File: config.mk
export PLATFORM = sky130hd
export DESIGN_NAME = ptn_word_gen
export DESIGN_NICKNAME = d
export VERILOG_FILES = /design/src/rtl/ptn_pkg.sv /design/src/rtl/ptn_prbs_word.sv /design/src/rtl/ptn_sq_word.sv /design/src/rtl/ptn_ctrl.sv /design/src/rtl/ptn_word_gen.sv
export SDC_FILE = /design/constraint.sdc
export NUM_CORES = 1
export LEC_CHECK = 0
export BUFFER_PORTS_ARGS = -buffer_cell sky130_fd_sc_hd__buf_4
export CORE_MARGIN = 2
export CORE_UTILIZATION = 50
export DETAILED_ROUTE_END_ITERATION = 8
export PLACE_DENSITY = 0.69
export SKIP_LAST_GASP = 1
export SLEW_MARGIN = 20
export SYNTH_ARGS = -nofsm -noshare
export SYNTH_HDL_FRONTEND = slang
export SYNTH_SLANG_ARGS = --single-unit
File: constraint.sdc
create_clock -name clk -period 4.38 [get_ports clk]
set_clock_uncertainty 0.05 [all_clocks]
set_input_delay 0.219 -clock clk [delete_from_list [all_inputs] [get_ports clk]]
set_output_delay 0.219 -clock clk [all_outputs]
set_load 0.03 [all_outputs]
File: src/rtl/ptn_pkg.sv
package ptn_pkg;

    localparam int PAT_W      = 3;
    localparam int NUM_PRBS   = 4;
    localparam int SQ_PERIOD  = 20;
    localparam int SQ_HIGH    = 10;
    localparam int PHASE_W    = $clog2(SQ_PERIOD);

    typedef enum logic [PAT_W-1:0] {
        PAT_PRBS7  = 3'd0,
        PAT_PRBS15 = 3'd1,
        PAT_PRBS23 = 3'd2,
        PAT_PRBS31 = 3'd3,
        PAT_ALT    = 3'd4,
        PAT_SQ10   = 3'd5,
        PAT_RSV6   = 3'd6,
        PAT_RSV7   = 3'd7
    } pat_e;

    typedef enum logic [1:0] {
        ST_IDLE = 2'd0,
        ST_RUN  = 2'd1,
        ST_HOLD = 2'd2
    } gen_st_e;

    // degree of the PRBS engine with index k
    function automatic int prbs_len(input int k);
        case (k)
            0:       return 7;
            1:       return 15;
            2:       return 23;
            default: return 31;
        endcase
    endfunction

    // second feedback exponent of the PRBS engine with index k
    function automatic int prbs_tap(input int k);
        case (k)
            0:       return 6;
            1:       return 14;
            2:       return 18;
            default: return 28;
        endcase
    endfunction

endpackage

File: src/rtl/ptn_prbs_word.sv
module ptn_prbs_word #(
    parameter int LEN    = 7,
    parameter int TAP    = 6,
    parameter int WORD_W = 16
) (
    input  logic              clk,
    input  logic              rst,
    input  logic              load,
    input  logic              step,
    output logic [WORD_W-1:0] word
);

    logic [LEN-1:0]    lfsr_q;
    logic [LEN-1:0]    start_s;
    logic [LEN-1:0]    roll_s;
    logic [LEN-1:0]    end_s;
    logic [WORD_W-1:0] bits_w;

    // Unrolled feedback: WORD_W serial steps per cycle.
    always_comb begin
        start_s = load ? {LEN{1'b1}} : lfsr_q;
        roll_s  = start_s;
        bits_w  = '0;
        for (int b = 0; b < WORD_W; b++) begin
            bits_w[b] = roll_s[LEN-1] ^ roll_s[TAP-1];
            roll_s    = {roll_s[LEN-2:0], bits_w[b]};
        end
        end_s = roll_s;
    end

    always_ff @(posedge clk) begin
        if (rst) begin
            lfsr_q <= {LEN{1'b1}};
        end else if (step) begin
            lfsr_q <= end_s;
        end else if (load) begin
            lfsr_q <= {LEN{1'b1}};
        end
    end

    assign word = bits_w;

endmodule

File: src/rtl/ptn_sq_word.sv
module ptn_sq_word
    import ptn_pkg::*;
#(
    parameter int WORD_W = 16
) (
    input  logic              clk,
    input  logic              rst,
    input  logic              load,
    input  logic              step,
    output logic [WORD_W-1:0] alt_word,
    output logic [WORD_W-1:0] sq_word
);

    localparam int ADV = WORD_W % SQ_PERIOD;

    logic [PHASE_W-1:0] phase_q;
    logic [PHASE_W-1:0] cur_ph;
    logic [PHASE_W-1:0] nxt_ph;

    always_comb begin
        int pos;
        int sum;
        cur_ph   = load ? '0 : phase_q;
        alt_word = '0;
        sq_word  = '0;
        for (int b = 0; b < WORD_W; b++) begin
            pos         = (int'(cur_ph) + b) % SQ_PERIOD;
            alt_word[b] = (pos % 2) == 0;
            sq_word[b]  = pos < SQ_HIGH;
        end
        sum = int'(cur_ph) + ADV;
        if (sum >= SQ_PERIOD) begin
            sum = sum - SQ_PERIOD;
        end
        nxt_ph = PHASE_W'(sum);
    end

    always_ff @(posedge clk) begin
        if (rst) begin
            phase_q <= '0;
        end else if (step) begin
            phase_q <= nxt_ph;
        end else if (load) begin
            phase_q <= '0;
        end
    end

endmodule

File: src/rtl/ptn_ctrl.sv
module ptn_ctrl
    import ptn_pkg::*;
(
    input  logic clk,
    input  logic rst,
    input  logic gen_en,
    input  logic stall,
    output logic emit,
    output logic clear
);

    gen_st_e st_q;
    gen_st_e st_nxt;

    always_comb begin
        st_nxt = st_q;
        unique case (st_q)
            ST_IDLE: if (gen_en && !stall) st_nxt = ST_RUN;
            ST_RUN: begin
                if (!gen_en)    st_nxt = ST_IDLE;
                else if (stall) st_nxt = ST_HOLD;
            end
            ST_HOLD: begin
                if (!gen_en)     st_nxt = ST_IDLE;
                else if (!stall) st_nxt = ST_RUN;
            end
            default: st_nxt = ST_IDLE;
        endcase
    end

    // state register
    always_ff @(posedge clk) begin
        if (rst) st_q <= ST_IDLE;
        else     st_q <= st_nxt;
    end

    // output decode
    always_comb begin
        emit  = 1'b0;
        clear = 1'b0;
        unique case (st_nxt)
            ST_IDLE: clear = 1'b1;
            ST_RUN:  emit  = 1'b1;
            ST_HOLD: ;
            default: clear = 1'b1;
        endcase
    end

endmodule

File: src/rtl/ptn_word_gen.sv
module ptn_word_gen
    import ptn_pkg::*;
#(
    parameter int WORD_W = 16
) (
    input  logic              clk,
    input  logic              rst,
    input  logic [2:0]        pat_sel,
    input  logic              gen_en,
    input  logic              stall,
    output logic [WORD_W-1:0] tx_word
);

    logic [PAT_W-1:0]  sel_q;
    logic              sel_load;
    logic              emit;
    logic              clear;
    logic              sq_step;
    logic [WORD_W-1:0] prbs_w [NUM_PRBS];
    logic [WORD_W-1:0] alt_w;
    logic [WORD_W-1:0] sq_w;
    logic [WORD_W-1:0] pick_w;
    pat_e              sel_e;

    assign sel_e    = pat_e'(pat_sel);
    assign sel_load = (pat_sel != sel_q);

    always_ff @(posedge clk) begin
        if (rst) sel_q <= '0;
        else     sel_q <= pat_sel;
    end

    ptn_ctrl u_ctrl (
        .clk    (clk),
        .rst    (rst),
        .gen_en (gen_en),
        .stall  (stall),
        .emit   (emit),
        .clear  (clear)
    );

    for (genvar k = 0; k < NUM_PRBS; k++) begin : g_prbs
        ptn_prbs_word #(
            .LEN    (prbs_len(k)),
            .TAP    (prbs_tap(k)),
            .WORD_W (WORD_W)
        ) u_lfsr (
            .clk  (clk),
            .rst  (rst),
            .load (sel_load),
            .step (emit && (pat_sel == 3'(k))),
            .word (prbs_w[k])
        );
    end

    assign sq_step = emit && ((sel_e == PAT_ALT) || (sel_e == PAT_SQ10));

    ptn_sq_word #(.WORD_W(WORD_W)) u_sq (
        .clk      (clk),
        .rst      (rst),
        .load     (sel_load),
        .step     (sq_step),
        .alt_word (alt_w),
        .sq_word  (sq_w)
    );

    always_comb begin
        unique case (sel_e)
            PAT_PRBS7:  pick_w = prbs_w[0];
            PAT_PRBS15: pick_w = prbs_w[1];
            PAT_PRBS23: pick_w = prbs_w[2];
            PAT_PRBS31: pick_w = prbs_w[3];
            PAT_ALT:    pick_w = alt_w;
            PAT_SQ10:   pick_w = sq_w;
            PAT_RSV6:   pick_w = '0;
            PAT_RSV7:   pick_w = '0;
        endcase
    end

    always_ff @(posedge clk) begin
        if (rst || clear) tx_word <= '0;
        else if (emit)    tx_word <= pick_w;
    end

endmodule

==> flow_metrics.py <==
metrics = {
    "run_status": {
        "outcome": "finished, final reports clean",
    },
    "grt": {
        "grt_pass1_wl_mm": 42.65,
        "first_global_vias": 8318,
        "track_usage_pct": 29.18,
        "grt_max_degree": 67,
        "grt-ovfl-total": 0,
        "antenna_found_initial": 1,
    },
    "sta": {
        "tightest_slew_ns": 0.8244,
        "fin_crit_ns": 4.096,
        "fmax_ghz": 0.2441,
        "finalHoldViolations": 0,
        "slew_viol_final": 0,
        "max-slew-margin-rel_pct": 44.61,
        "setup_viol": 0,
        "period_share_pct": 93.53,
        "whs_ns": 0.09628,
        "setup_tns_ns": 0,
        "rsz0062_at_grt": "false",
    },
    "detailed_routing": {
        "drc": 0,
        "wirelength_mm": 26.80,
        "ant_nets": 0,
        "first_pass_iters": 5,
        "wl_per_cell_um": 18.67,
        "vias": 8864,
        "drt_iter0_markers": 727,
        "vias_per_cell": 6.173,
    },
    "placed_design": {
        "place_congestion": 0.9672,
        "hpwl_mm": 19.72,
        "numPortBuffers": 22,
    },
    "floorplanning": {
        "boundaryPins": 23,
        "die_area_um2": 18700,
        "initial_core_util_pct": 51.12,
        "die_h_um": 136.7,
        "die_x_um": 136.7,
        "core_area_um2": 17240,
        "fp-row-count": 48,
    },
    "min_path": {
        "min_path_type": "in2reg",
        "hold_depth": 3,
    },
    "clocking": {
        "clock_sinks": 102,
        "cts_buffers": 9,
        "post-cts-setup-buffers": 0,
        "htreeDepth": 3,
        "cts_buffer_depth": 2,
        "cts_resized": 0,
        "cts.clk_slew.worst_paths_ns": 0.08,
        "cts_root_buf": "clkbuf_16",
        "clk_latency_ns": 0.36,
        "cts_hold_buf": 0,
        "cts_tree": "yes",
    },
    "logic_synthesis": {
        "syn_area_per_cell_um2": 7.300,
        "ys.warnings.count": 0,
        "ys_seq_area_share_pct": 23.18,
        "synth_area_um2": 8811,
        "synth_edf_count": 0,
        "synthArstFlopShare_pct": 0,
        "syn-num-nets": 1270,
        "synth.area.top_cells": "dfxtp_1 (23%), ha_1 (8.0%), xnor2_1 (7.7%), o21ai_0 (7.5%), nand2_1 (5.4%)",
        "synthCells": 1207,
        "synth_ff_type": "dfxtp_1",
        "synth-seq-cells": 102,
        "yosysTopAreaCell": "dfxtp_1",
        "synth_top_area_share_pct": 23.18,
        "ys_types": 87,
    },
    "critical_path": {
        "crit_end": "tx_word[14]$_SDFFE_PP0N_",
        "crit_type": "reg2reg",
        "critical_path_required_ns": 4.62,
        "timing.rr.end": "tx_word[14]$_SDFFE_PP0N_",
        "startpoint_type": "flop",
        "r2r_start": "sel_q[1]$_SDFF_PP0_",
        "arrival_ns": 4.33,
        "reg2reg_depth": 17,
        "worst_setup_path_end_kind": "flop",
        "worstPathMaxFanout": 16,
        "cp-startpoint": "sel_q[1]$_SDFF_PP0_",
        "reg2reg_slack_ns": 0.28,
    },
    "power_and_ir_drop": {
        "ir_worst_vdd_uv": 198.8,
        "power_density_nw_per_um2": 204.4,
        "p_leak_uw": 0.003695,
    },
    "finish": {
        "drive_gt1_share_pct": 9.835,
        "syn_to_final_growth_pct": 8.265,
        "final_nets": 1268,
        "fillers": 1632,
    },
    "run": {
        "max_cap_violations": 0,
    },
}
cell families (layout without fill, tap and decap cells):
family,Yosys count,after routing,share of synthesized area (%)
simple gates,444,444,24.79
compound gates,382,382,27.41
buf+inv,122,125,5.524
flops,102,102,23.18
xor+xnor,95,95,10.47
fa+ha+maj,62,62,8.634
other cells,0,1,0
critical path, cell delays in order (launching register included):
cell and delay (ns):
dfxtp_1 0.41, xor2_2 0.35, nor4_4 0.10, inv_2 0.27
ha_1 0.43, and3b_1 0.24, o2111ai_1 0.16, and2_1 0.26
ha_1 0.24, inv_1 0.11, nand2_1 0.14, ha_1 0.34
nand2b_1 0.15, a21oi_1 0.12, a21oi_1 0.11, o21ai_0 0.19
nand3_1 0.10, o31ai_1 0.22
placed cells by master (no fill, tap or decap), types with 4 or more instances in the layout:
cell type  instances
a2111oi_0          6
a211oi_1          10
a21o_1             7
a21oi_1           77
a221oi_1           9
a31o_2             5
a31oi_1           12
and2_1             8
and3_1            10
buf_4             58
clkbuf_16          9
clkinv_1           4
dfxtp_1          102
ha_1              56
inv_1             42
inv_2              5
maj3_1             6
nand2_1          127
nand2b_1          56
nand3_1           56
nand3b_1           7
nand4_1            4
nor2_1           100
nor2b_1           14
nor3_1            21
nor4_1             8
o211ai_1          10
o21a_1             5
o21ai_0          132
o21bai_1           5
o221ai_1           6
o22ai_1           41
o31ai_1            4
or2_2              5
or3_1              9
xnor2_1           77
xnor2_2            4
xor2_1             9
metrics by stage:
step           utilization [%]  instance area [um2]  power (uW)  worst slack, ns  std cells
6_report                 55.34                 9539        1950           0.2836       1436
3_3_place_gp             53.65                 9248        1155           0.3779       1419
5_1_grt                  55.33                 9537        2008          0.01185       1435
3_5_place_dp             53.65                 9248        1157           0.2880       1419
2_1_floorplan                -                 8811        1099           0.2357       1207
4_1_cts                  55.32                 9535        1958           0.3340       1435
power by group:
part	internal [uW]	total [uW]	switching (uW)
sequential	937	948	10.4
combinational	58.5	191	132
clock	400	812	412
total	1400	1950	555
how the worst min path moves through the flow:
stage | from | to | slack [ns]
4_1_cts | gen_en | u_ctrl.st_q[1]$_SDFF_PP0_ | 0.09
5_1_grt | gen_en | u_ctrl.st_q[1]$_SDFF_PP0_ | 0.11
2_1_floorplan | gen_en | u_ctrl.st_q[1]$_SDFF_PP0_ | 0.32
3_3_place_gp | g_prbs[3].u_lfsr.lfsr_q[3]$_SDFF_PP1_ | g_prbs[3].u_lfsr.lfsr_q[19]$_SDFF_PP1_ | 0.39
6_report | gen_en | u_ctrl.st_q[1]$_SDFF_PP0_ | 0.1
3_5_place_dp | g_prbs[3].u_lfsr.lfsr_q[5]$_SDFF_PP1_ | g_prbs[3].u_lfsr.lfsr_q[21]$_SDFF_PP1_ | 0.40
cell usage after synthesis, drive strengths merged, types with 24 or more instances:
library cell,count
inv,47
nor3,24
clkbuf,57
nand3,57
nand2b,56
nor2,101
o21ai,134
o22ai,42
nand2,128
dfxtp,102
ha,56
a21oi,78
xnor2,83
routing by layer:
layer | share of wire, % | GRT usage, % | up-vias
met5 | 0 | 0 | -
li1 | - | - | 4328
met1 | 42 | 36.28 | 4112
met2 | 46 | 46.61 | 334
met3 | 7.0 | 6.444 | 90
met4 | 5.0 | 16.44 | 0
cell type report:
cell class              count  area, um2  area share (%)
diodes                      1      2.502         0.02623
clock buffers               9      225.2           2.361
clock inverters             7      62.56          0.6558
inverters                  51      191.4           2.007
multi-input cells         983       6299           66.03
flip-flops and latches    102       2042           21.41
well taps                 225      281.5           2.951
repair buffers             58      435.4           4.565
state kept, by name, summed over array words and instances, names as in the netlist:
signal,count
g_prbs.u_lfsr.lfsr_q,76
tx_word,16
u_ctrl.st_q,2
u_sq.phase_q,5
sel_q,3
Power figures use the tool's default switching activity.
